===== config.mk =====
export PLATFORM = sky130hd
export DESIGN_NAME = wdog_top
export DESIGN_NICKNAME = d
export VERILOG_FILES = /design/src/rtl/wdog_pkg.sv /design/src/rtl/wdog_stretch.sv /design/src/rtl/wdog_datapath.sv /design/src/rtl/wdog_ctrl.sv /design/src/rtl/wdog_top.sv
export SDC_FILE = /design/constraint.sdc
export NUM_CORES = 1
export LEC_CHECK = 0
export BUFFER_PORTS_ARGS = -buffer_cell sky130_fd_sc_hd__buf_2
export CORE_MARGIN = 5
export CORE_UTILIZATION = 40
export CTS_CLUSTER_SIZE = 25
export DETAILED_ROUTE_END_ITERATION = 16
export GPL_ROUTABILITY_DRIVEN = 1
export PLACE_DENSITY = 0.63
export SLEW_MARGIN = 40
export SYNTH_ARGS = -nofsm -noshare
export SYNTH_HDL_FRONTEND = slang
export SYNTH_SLANG_ARGS = --single-unit

===== constraint.sdc =====
create_clock -name clk -period 2.49 [get_ports clk]
set_input_delay 0.498 -clock clk [delete_from_list [all_inputs] [get_ports clk]]
set_output_delay 0.498 -clock clk [all_outputs]
set_load 0.01 [all_outputs]

===== src/rtl/wdog_pkg.sv =====
package wdog_pkg;
  localparam int REG_W  = 16;
  localparam int ADDR_W = 4;
  localparam int TO_W   = 8;
  localparam int CNT_W  = TO_W + 1;

  localparam logic [ADDR_W-1:0] A_CTRL = 4'h0;
  localparam logic [ADDR_W-1:0] A_SVC  = 4'h2;
  localparam logic [ADDR_W-1:0] A_STAT = 4'h4;
  localparam logic [ADDR_W-1:0] A_INT  = 4'h6;
  localparam logic [ADDR_W-1:0] A_MISC = 4'h8;

  localparam logic [REG_W-1:0] KEY_ARM  = 16'h5555;
  localparam logic [REG_W-1:0] KEY_FIRE = 16'hAAAA;

  // control -> datapath strobes and settings
  typedef struct packed {
    logic            reload;
    logic            enabled;
    logic            suspend;
    logic            preEn;
    logic            pdRun;
    logic [TO_W-1:0] timeoutVal;
    logic [TO_W-1:0] leadVal;
  } dpCmd_t;

  // datapath -> control events
  typedef struct packed {
    logic expire;
    logic preHit;
    logic pdExpire;
  } dpEvt_t;
endpackage


===== src/rtl/wdog_stretch.sv =====
module wdog_stretch #(
  parameter int LEN = 8
) (
  input  logic clk,
  input  logic rstN,
  input  logic trig,
  output logic active
);
  localparam int W = $clog2(LEN + 1);
  localparam logic [W-1:0] LOAD = W'(LEN);

  logic [W-1:0] holdCnt;

  always_ff @(posedge clk or negedge rstN) begin
    if (!rstN)                holdCnt <= '0;
    else if (trig)            holdCnt <= LOAD;
    else if (holdCnt != '0)   holdCnt <= holdCnt - W'(1);
  end

  assign active = (holdCnt != '0);
endmodule


===== src/rtl/wdog_datapath.sv =====
module wdog_datapath
  import wdog_pkg::*;
#(
  parameter int TICK_DIV = 16384,
  parameter int PD_TICKS = 32
) (
  input  logic   clk,
  input  logic   rstN,
  input  logic   lowPower,
  input  dpCmd_t cmd,
  output dpEvt_t evt
);
  localparam int PRE_W = (TICK_DIV > 1) ? $clog2(TICK_DIV) : 1;
  localparam logic [PRE_W-1:0] PRE_LAST = PRE_W'(TICK_DIV - 1);
  localparam int PD_W = $clog2(PD_TICKS + 1);
  localparam logic [PD_W-1:0] PD_LAST = PD_W'(PD_TICKS - 1);

  logic [PRE_W-1:0] preCnt;
  logic             tick;
  logic [CNT_W-1:0] toCnt, reloadVal, toDec;
  logic             run;
  logic [PD_W-1:0]  pdCnt;
  logic             pdDone;

  // half-second step generator, restarted by every explicit load
  always_ff @(posedge clk or negedge rstN) begin
    if (!rstN)              preCnt <= '0;
    else if (cmd.reload)    preCnt <= '0;
    else if (preCnt == PRE_LAST) preCnt <= '0;
    else                    preCnt <= preCnt + PRE_W'(1);
  end

  assign tick      = (preCnt == PRE_LAST);
  assign run       = cmd.enabled & ~(cmd.suspend & lowPower);
  assign reloadVal = {1'b0, cmd.timeoutVal} + CNT_W'(1);
  assign toDec     = toCnt - CNT_W'(1);

  always_comb begin
    evt.expire   = tick & run & ~cmd.reload & (toCnt == CNT_W'(1));
    evt.preHit   = tick & run & ~cmd.reload & cmd.preEn & (toCnt != '0) &
                   (toDec == {1'b0, cmd.leadVal});
    evt.pdExpire = tick & cmd.pdRun & ~pdDone & (pdCnt == PD_LAST);
  end

  // timeout counter
  always_ff @(posedge clk or negedge rstN) begin
    if (!rstN)                  toCnt <= '0;
    else if (cmd.reload)        toCnt <= reloadVal;
    else if (tick && run) begin
      if (toCnt == CNT_W'(1))   toCnt <= reloadVal;
      else if (toCnt != '0)     toCnt <= toDec;
    end
  end

  // power-down counter, one shot
  always_ff @(posedge clk or negedge rstN) begin
    if (!rstN) begin
      pdCnt  <= '0;
      pdDone <= 1'b0;
    end else if (tick && cmd.pdRun && !pdDone) begin
      if (pdCnt == PD_LAST) pdDone <= 1'b1;
      else                  pdCnt  <= pdCnt + PD_W'(1);
    end
  end
endmodule


===== src/rtl/wdog_ctrl.sv =====
module wdog_ctrl
  import wdog_pkg::*;
#(
  parameter int RST_PULSE = 8
) (
  input  logic              clk,
  input  logic              rstN,
  input  logic              busSel,
  input  logic              busWr,
  input  logic [ADDR_W-1:0] busAddr,
  input  logic [REG_W-1:0]  busWdata,
  output logic [REG_W-1:0]  busRdata,
  input  dpEvt_t            evt,
  output dpCmd_t            cmd,
  output logic              chipRstReq,
  output logic              extRstN,
  output logic              irqN
);
  localparam int N_RST = 2;   // 0: internal, 1: external

  logic wrCtrl, wrSvc, wrInt, wrMisc;
  logic [TO_W-1:0] toVal, leadVal;
  logic actExt, extLevelN, enBit, suspBit, suspLocked;
  logic armed, causeTo, irqEn, irqFlag, pdEn, pdPulse;
  logic swReset, svcFire, enLoad;
  logic [N_RST-1:0] rstTrig, rstActive;

  assign wrCtrl = busSel & busWr & (busAddr == A_CTRL);
  assign wrSvc  = busSel & busWr & (busAddr == A_SVC);
  assign wrInt  = busSel & busWr & (busAddr == A_INT);
  assign wrMisc = busSel & busWr & (busAddr == A_MISC);

  assign swReset = wrCtrl & ~busWdata[4];
  assign svcFire = wrSvc & armed & (busWdata == KEY_FIRE);
  assign enLoad  = wrCtrl & busWdata[2] & ~enBit;

  // control register with write-once fields
  always_ff @(posedge clk or negedge rstN) begin
    if (!rstN) begin
      toVal      <= '0;
      actExt     <= 1'b0;
      extLevelN  <= 1'b1;
      enBit      <= 1'b0;
      suspBit    <= 1'b0;
      suspLocked <= 1'b0;
    end else if (wrCtrl) begin
      toVal     <= busWdata[15:8];
      actExt    <= busWdata[3];
      extLevelN <= busWdata[5];
      if (busWdata[2]) enBit <= 1'b1;
      if (!suspLocked) begin
        suspBit    <= busWdata[0];
        suspLocked <= 1'b1;
      end
    end
  end

  // key sequence tracker
  always_ff @(posedge clk or negedge rstN) begin
    if (!rstN)      armed <= 1'b0;
    else if (wrSvc) armed <= (busWdata == KEY_ARM);
  end

  // reset cause
  always_ff @(posedge clk or negedge rstN) begin
    if (!rstN)           causeTo <= 1'b0;
    else if (evt.expire) causeTo <= 1'b1;
    else if (swReset)    causeTo <= 1'b0;
  end

  // early-warning interrupt
  always_ff @(posedge clk or negedge rstN) begin
    if (!rstN) begin
      irqEn   <= 1'b0;
      irqFlag <= 1'b0;
      leadVal <= '0;
    end else begin
      if (wrInt) begin
        irqEn   <= busWdata[15];
        leadVal <= busWdata[7:0];
      end
      if (evt.preHit)                 irqFlag <= 1'b1;
      else if (wrInt && busWdata[14]) irqFlag <= 1'b0;
    end
  end

  // power-down counter control
  always_ff @(posedge clk or negedge rstN) begin
    if (!rstN) begin
      pdEn    <= 1'b1;
      pdPulse <= 1'b0;
    end else begin
      if (wrMisc && !busWdata[0]) pdEn <= 1'b0;
      pdPulse <= evt.pdExpire;
    end
  end

  // reset pulse generation
  assign rstTrig[0] = swReset | (evt.expire & ~actExt);
  assign rstTrig[1] = evt.expire & actExt;

  for (genvar g = 0; g < N_RST; g++) begin : g_rst
    wdog_stretch #(.LEN(RST_PULSE)) u_stretch (
      .clk    (clk),
      .rstN   (rstN),
      .trig   (rstTrig[g]),
      .active (rstActive[g])
    );
  end

  assign chipRstReq = rstActive[0];
  assign extRstN    = ~rstActive[1] & extLevelN;
  assign irqN       = ~(irqFlag | pdPulse);

  always_comb begin
    cmd.reload     = enLoad | svcFire;
    cmd.enabled    = enBit;
    cmd.suspend    = suspBit;
    cmd.preEn      = irqEn;
    cmd.pdRun      = pdEn;
    cmd.timeoutVal = wrCtrl ? busWdata[15:8] : toVal;
    cmd.leadVal    = leadVal;
  end

  always_comb begin
    case (busAddr)
      A_CTRL:  busRdata = {toVal, 2'b00, extLevelN, 1'b1, actExt, enBit, 1'b0, suspBit};
      A_STAT:  busRdata = {14'b0, causeTo, 1'b0};
      A_INT:   busRdata = {irqEn, irqFlag, 6'b0, leadVal};
      A_MISC:  busRdata = {15'b0, pdEn};
      default: busRdata = '0;
    endcase
  end
endmodule


===== src/rtl/wdog_top.sv =====
module wdog_top
  import wdog_pkg::*;
#(
  parameter int TICK_DIV  = 16384,
  parameter int PD_TICKS  = 32,
  parameter int RST_PULSE = 8
) (
  input  logic              clk,
  input  logic              rstN,
  input  logic              busSel,
  input  logic              busWr,
  input  logic [ADDR_W-1:0] busAddr,
  input  logic [REG_W-1:0]  busWdata,
  output logic [REG_W-1:0]  busRdata,
  input  logic              lowPower,
  output logic              chipRstReq,
  output logic              extRstN,
  output logic              irqN
);
  dpCmd_t cmd;
  dpEvt_t evt;

  wdog_ctrl #(.RST_PULSE(RST_PULSE)) u_ctrl (
    .clk        (clk),
    .rstN       (rstN),
    .busSel     (busSel),
    .busWr      (busWr),
    .busAddr    (busAddr),
    .busWdata   (busWdata),
    .busRdata   (busRdata),
    .evt        (evt),
    .cmd        (cmd),
    .chipRstReq (chipRstReq),
    .extRstN    (extRstN),
    .irqN       (irqN)
  );

  wdog_datapath #(.TICK_DIV(TICK_DIV), .PD_TICKS(PD_TICKS)) u_dp (
    .clk      (clk),
    .rstN     (rstN),
    .lowPower (lowPower),
    .cmd      (cmd),
    .evt      (evt)
  );
endmodule


# Word level (Yosys, flattened, before mapping)
# Cells that the tools add are included.
[classes]
n_mux = 16
reduce_logical = 22
n_eq_ne = 10
bitwise_logic = 37
n_addsub = 6
[op_table]
columns = ["cell", "n"]
rows = [
  ["case mux 16 bit (4 select lines)", 1],
  ["2-to-1 mux 9 bit", 4],
  ["2-to-1 mux 14 bit", 2],
  ["bitwise AND 1 bit", 24],
  ["== test 16 x 15 -> 1 bit (second input constant)", 1],
  ["== test 16 bit (second input constant)", 1],
  ["2-to-1 mux 4 bit", 4],
  ["adder 14 x 1 -> 14 bit (second input constant)", 1],
  ["== test 14 bit (second input constant)", 1],
  ["inverter 1 bit", 10],
  ["AND reduction 2 bit", 5],
  ["nonzero test 2 bit", 5],
  ["adder 8 x 1 -> 9 bit (second input constant)", 1],
  ["== test 9 x 1 -> 1 bit (second input constant)", 1],
  ["== test 9 x 8 -> 1 bit", 1],
  ["nonzero test 9 bit", 1],
  ["subtractor 9 x 1 -> 9 bit (second input constant)", 1],
  ["== test 4 x 3 -> 1 bit (second input constant)", 2],
  ["2-to-1 mux 8 bit", 1],
  ["nonzero test 4 bit", 2],
  ["subtractor 4 x 1 -> 4 bit (second input constant)", 2],
  ["adder 6 x 1 -> 6 bit (second input constant)", 1],
  ["== test 6 x 5 -> 1 bit (second input constant)", 1],
  ["logical AND 1 bit", 5],
  ["7 further kinds", 13],
]
[word_totals]
out_inout_bits = 19
in_bits = 25
ff_bits = 65

# Longest topological paths before layout
[depth]
word_depth = 11
ltp_mapped = 13
depth_no_buf = 11

# Hierarchy
# A second synthesis with hierarchy kept.
[hier_totals]
hier_cells = 373
hier_area_um2 = 3847.4
[by_module_without_submodules]
columns = ["mod", "n_inst", "cells_each", "area_per_inst_um2", "seq_area_each_um2"]
rows = [
  ["wdog_datapath", 1, 222, 1993.2, 750.7],
  ["wdog_ctrl", 1, 111, 1418.9, 678.2],
  ["wdog_stretch", 2, 20, 217.7, 100.1],
]

# Worst setup path after synthesis
# Ideal clock, no wire load.
[synth_path]
path_type = "input -> register"
from = "input port busAddr[3]"
to = "register u_dp.toCnt[6]"
setup_ps = 94
arrival_ps = 2479
slack_ps = -82
stages = 12
cell_sequence = "nor4_4 > nand2_4 > clkbuf_1 > nand2_1 > nand2_1 > ha_1 > nand3_1 > a21oi_1 > a41oi_1 > a21oi_2 > xnor2_1 > a221oi_2"
[synth_lines]
columns = ["element", "line_no", "text"]
rows = [
  ["from (decl)", "wdog_top.sv:12", "input logic [ADDR_W-1:0] busAddr,"],
  ["to (signal assigned)", "wdog_datapath.sv:48", "else if (cmd.reload) toCnt <= reloadVal;"],
  ["to (signal assigned)", "wdog_datapath.sv:50", "if (toCnt == CNT_W'(1)) toCnt <= reloadVal;"],
  ["to (signal assigned)", "wdog_datapath.sv:51", "else if (toCnt != '0) toCnt <= toDec;"],
  ["to (decl)", "wdog_datapath.sv:20", "logic [CNT_W-1:0] toCnt, reloadVal, toDec;"],
]

# Worst setup path in the final report
[layout_path]
from = "input port busAddr[3]"
to = "output port busRdata[3]"
[layout_via]
elab_chain_cells = 2
word_cells_on_any_way = 5
[layout_lines]
columns = ["element", "line_no", "text"]
rows = [
  ["== test 4 bit (tied with other cells)", "wdog_ctrl.sv:126", "case (busAddr)"],
  ["case mux 16 bit (4 select lines) *", "wdog_ctrl.sv:126", ""],
  ["to (decl)", "wdog_top.sv:14", "output logic [REG_W-1:0] busRdata,"],
]
# Mark *: on every way between the ends. The rest lies on a longest branch, timed or not.

==> out/metrics.yaml <==
timing:
  fmax_ghz: 0.435
  fin_crit_ps: 2300
  worstMarginPinSlew_ps: 563
  fin_setup_tns_ps: 0
  finClkSkew_ps: 10.7
  slew_headroom_pct: 62.2
  min_period_over_period_pct: 92.4
  hold_viol_final: 0
  finalMaxSlewViolations: 0
  hold_slack_ps: 133
  rsz0062_at_grt: "no"
  setup_viol: 0
power:
  static-leakage-power_nw: 2.15
  clkPwrFrac_pct: 30.4
  p_sw_share_pct: 32.6
  power_density_nw_per_um2: 652
  p_sw_mw: 0.983
  internal-power_mw: 2.04
  power.share.combinational_pct: 22.2
  max-vdd-ir-drop_uv: 349
  sequentialPowerShare_pct: 47.4
  total_power_mw: 3.02
detailed_routing:
  wl_microns: 9890
  avgViaCountPerCell: 5.28
  drc: 0
  num_vias: 3204
  wl_per_cell_microns: 16.3
  drt_iter0_drc: 226
  firstDrtPassIters: 5
  final_antenna_net_count: 0
setup_path:
  critPathLaunchType: "primary input"
  path_cells: "buf_2 > or4_4 > buf_4 > o21ai_0 > buf_2"
  slowest_stage: "or4_4"
  worstPathArrival_ps: 1800
  cp_num_buf_inv: 3
  path_max_fanout: 4
  cp.required_ps: 1990
  cpPeakStageDelay_ps: 550
  worstSetupEndpointType: "output pin"
  critPathTopFamily: "simple AND/OR/NAND/NOR gates"
  path_common_cell: "buf_2"
  worstSetupPathType: "primary input to output pin"
placed_design:
  place_congestion: 0.875
  dpl.hpwl_microns: 7410
  io_buffers: 43
global_route:
  grt_pass1_vias: 3114
  grt.overflow.total: 0
  grt_antenna_before_repair: 0
  grt_usage_pct: 17.6
  grt_max_degree: 66
  grt_pass1_wl_microns: 15900
cells_and_area:
  nets: 503
  drive_gt1_share_pct: 27.2
  antenna_cells: 0
  area_growth_pct: 19.5
clock_tree:
  clock_latency_ps: 350
  tritoncts: "done"
  cts_buffers: 9
  clk_pin_slew_ps: 80
  ctsRootBufferMaster: "clkbuf_8"
  postCtsSetupRepairBufs: 0
  h-tree-depth: 3
  hold_buffers: 0
  max-clock-path-buffers: 2
  cts_sinks: 65
yosys:
  yosysWarnings: 0
  ys_seq_elements: 65
  avgSynthCellArea_sq_um: 9.75
  synth.top_cell.area_share_pct: 40.7
  netlist.top_cell.by_area: "dfrtp_1"
  yosysSeqAreaShare_pct: 42.1
  syn-num-nets: 431
  netlist_area_sq_um: 3870
  synthTopCellsByArea: "dfrtp_1 41%, xnor2_1 4.8%, mux2_2 4.1%"
  synth_edf_count: 0
  ys.flop_type: "dfrtp_1"
  yosys.cell_types.count: 68
  synth_cells: 397
  async_reset_ff_share_pct: 100
die:
  core_area_sq_um: 9590
  dieArea_sq_um: 11700
  die_w_microns: 108
  ioPinCount: 44
  die_y_microns: 108
  start_util_pct: 40.3
  core.rowCount: 36
min_path:
  hp-class: "primary input to asynchronous set/reset pin"
run:
  drv_cap: 0
status:
  status: "complete, no violations"
[cell usage in the layout, fill, tap and decap left out, drive strengths merged, types with 4 or more instances in the layout]
cell type  synthesis  routed
nor3               8       8
nor4               5       5
xor2              11      11
buf                9      72
mux2i              7       7
a22oi              4       4
nand2             44      44
nand2b             4       4
a22o               6       6
nand4              9       9
xnor2             21      21
clkbuf             2       9
a31oi              4       4
nor2              36      36
dfrtp             63      63
ha                 9       9
or3                7       7
inv               18      21
nand3             23      23
o21ai             18      18
mux2              15      15
and2              12      12
a21oi             10      10
nor4b              5       5
[worst register-to-register path, cell delays in order (launching register included)]
cell,delay [ps]
dfrtp_1,440
inv_1,100
ha_1,210
nor2b_1,180
nand2_1,90
nor4b_1,360
o21ai_1,210
buf_12,190
nor3b_1,130
a211o_1,260
[final cells by class]
class | instances | area, sq um
Tap cell | 133 | 166
Clock buffer | 9 | 124
Clock inverter | 7 | 76.3
Fill cell | 882 | 4970
Multi-Input combinational cell | 303 | 2100
Timing Repair Buffer | 72 | 458
Sequential cell | 65 | 1630
Inverter | 18 | 67.6
[timing repair]
item | in CTS | in global routing
hold endpoints to repair | 0 | 0
setup endpoints to repair | 0 | 3
gates resized for setup | 0 | 1
[metal layers]
layer	GRT usage [%]	wire (microns)	vias up
met3	3.40	553	14
li1	-	-	1560
met5	0	0	-
met2	27.2	4510	97
met4	7.94	214	0
met1	24.1	4610	1533
[Yosys cell counts (5+ instances only)]
master,n
a21oi_1,9
a22o_1,6
and2_1,11
buf_2,5
dfrtp_1,63
ha_1,9
inv_1,18
mux2_2,14
mux2i_1,7
nand2_1,42
nand3_1,23
nand4_1,8
nor2_1,34
nor3_1,8
nor4b_1,5
o21ai_0,11
or3_1,7
xnor2_1,21
xor2_1,11
[state kept, by name, indices dropped and copies added (netlist names)]
| register | count |
|---|---|
| u_ctrl.leadVal | 8 |
| u_ctrl.pdPulse | 1 |
| u_dp.pdCnt | 6 |
| u_ctrl.causeTo | 1 |
| u_ctrl.enBit | 1 |
| u_ctrl.toVal | 8 |
| u_dp.toCnt | 9 |
| u_dp.preCnt | 14 |
| u_ctrl.extLevelN | 1 |
| u_ctrl.suspBit | 1 |
| u_ctrl.g_rst.u_stretch.holdCnt | 8 |
| u_ctrl.suspLocked | 1 |
| u_ctrl.armed | 1 |
| u_ctrl.pdEn | 1 |
| u_dp.pdDone | 1 |
| u_ctrl.irqEn | 1 |
| u_ctrl.irqFlag | 1 |
| u_ctrl.actExt | 1 |
[through the flow]
step / instance area (sq um) / setup slack (ps) / utilization (%) / std cells
6_report: 4630 / 190 / 48.2 / 607
5_1_grt: 4630 / 38.6 / 48.2 / 607
4_1_cts: 4620 / 146 / 48.1 / 607
2_1_floorplan: 3880 / 11.9 / - / 397
3_3_place_gp: 4420 / 32.2 / 46.0 / 591
3_5_place_dp: 4420 / -55.8 / 46.0 / 591
[power groups by stage]
stage	Clock, mW	Combinational, mW	Sequential, mW
floorplan	0	0.477	1.39
global placement	0	0.653	1.44
detailed placement	0	0.671	1.45
CTS	0.939	0.675	1.43
global route	0.973	0.753	1.46
finish	0.918	0.669	1.43
[logic make-up (layout without fill, tap and decap cells)]
| logic type | after synthesis | after routing | synth area share (%) |
|---|---|---|---|
| AOI/OAI and AO/OA | 65 | 65 | 12.9 |
| xor gates and xnor gates | 32 | 32 | 7.24 |
| adders and majority gates | 9 | 9 | 2.91 |
| buffers and inverters | 29 | 106 | 3.98 |
| DFF | 65 | 65 | 42.1 |
| muxes | 22 | 22 | 6.27 |
| and+or+nand+nor | 175 | 175 | 24.6 |
[worst paths after layout]
check	startpoint	to	depth (start not counted)	slack, ps
worst min-delay path	rstN	u_ctrl.leadVal[6]	2	130
worst max-delay path	busAddr[3]	busRdata[3]	5	190
max in group asynchronous	rstN	u_ctrl.pdEn	2	2000
worst min register to register	u_ctrl.pdEn	u_ctrl.pdEn	2	460
worst max register to register	u_dp.toCnt[0]	u_dp.toCnt[0]	9	210
min in group clk	busWdata[5]	u_ctrl.extLevelN	3	380
Note: power is estimated with default switching activity, not from simulation.
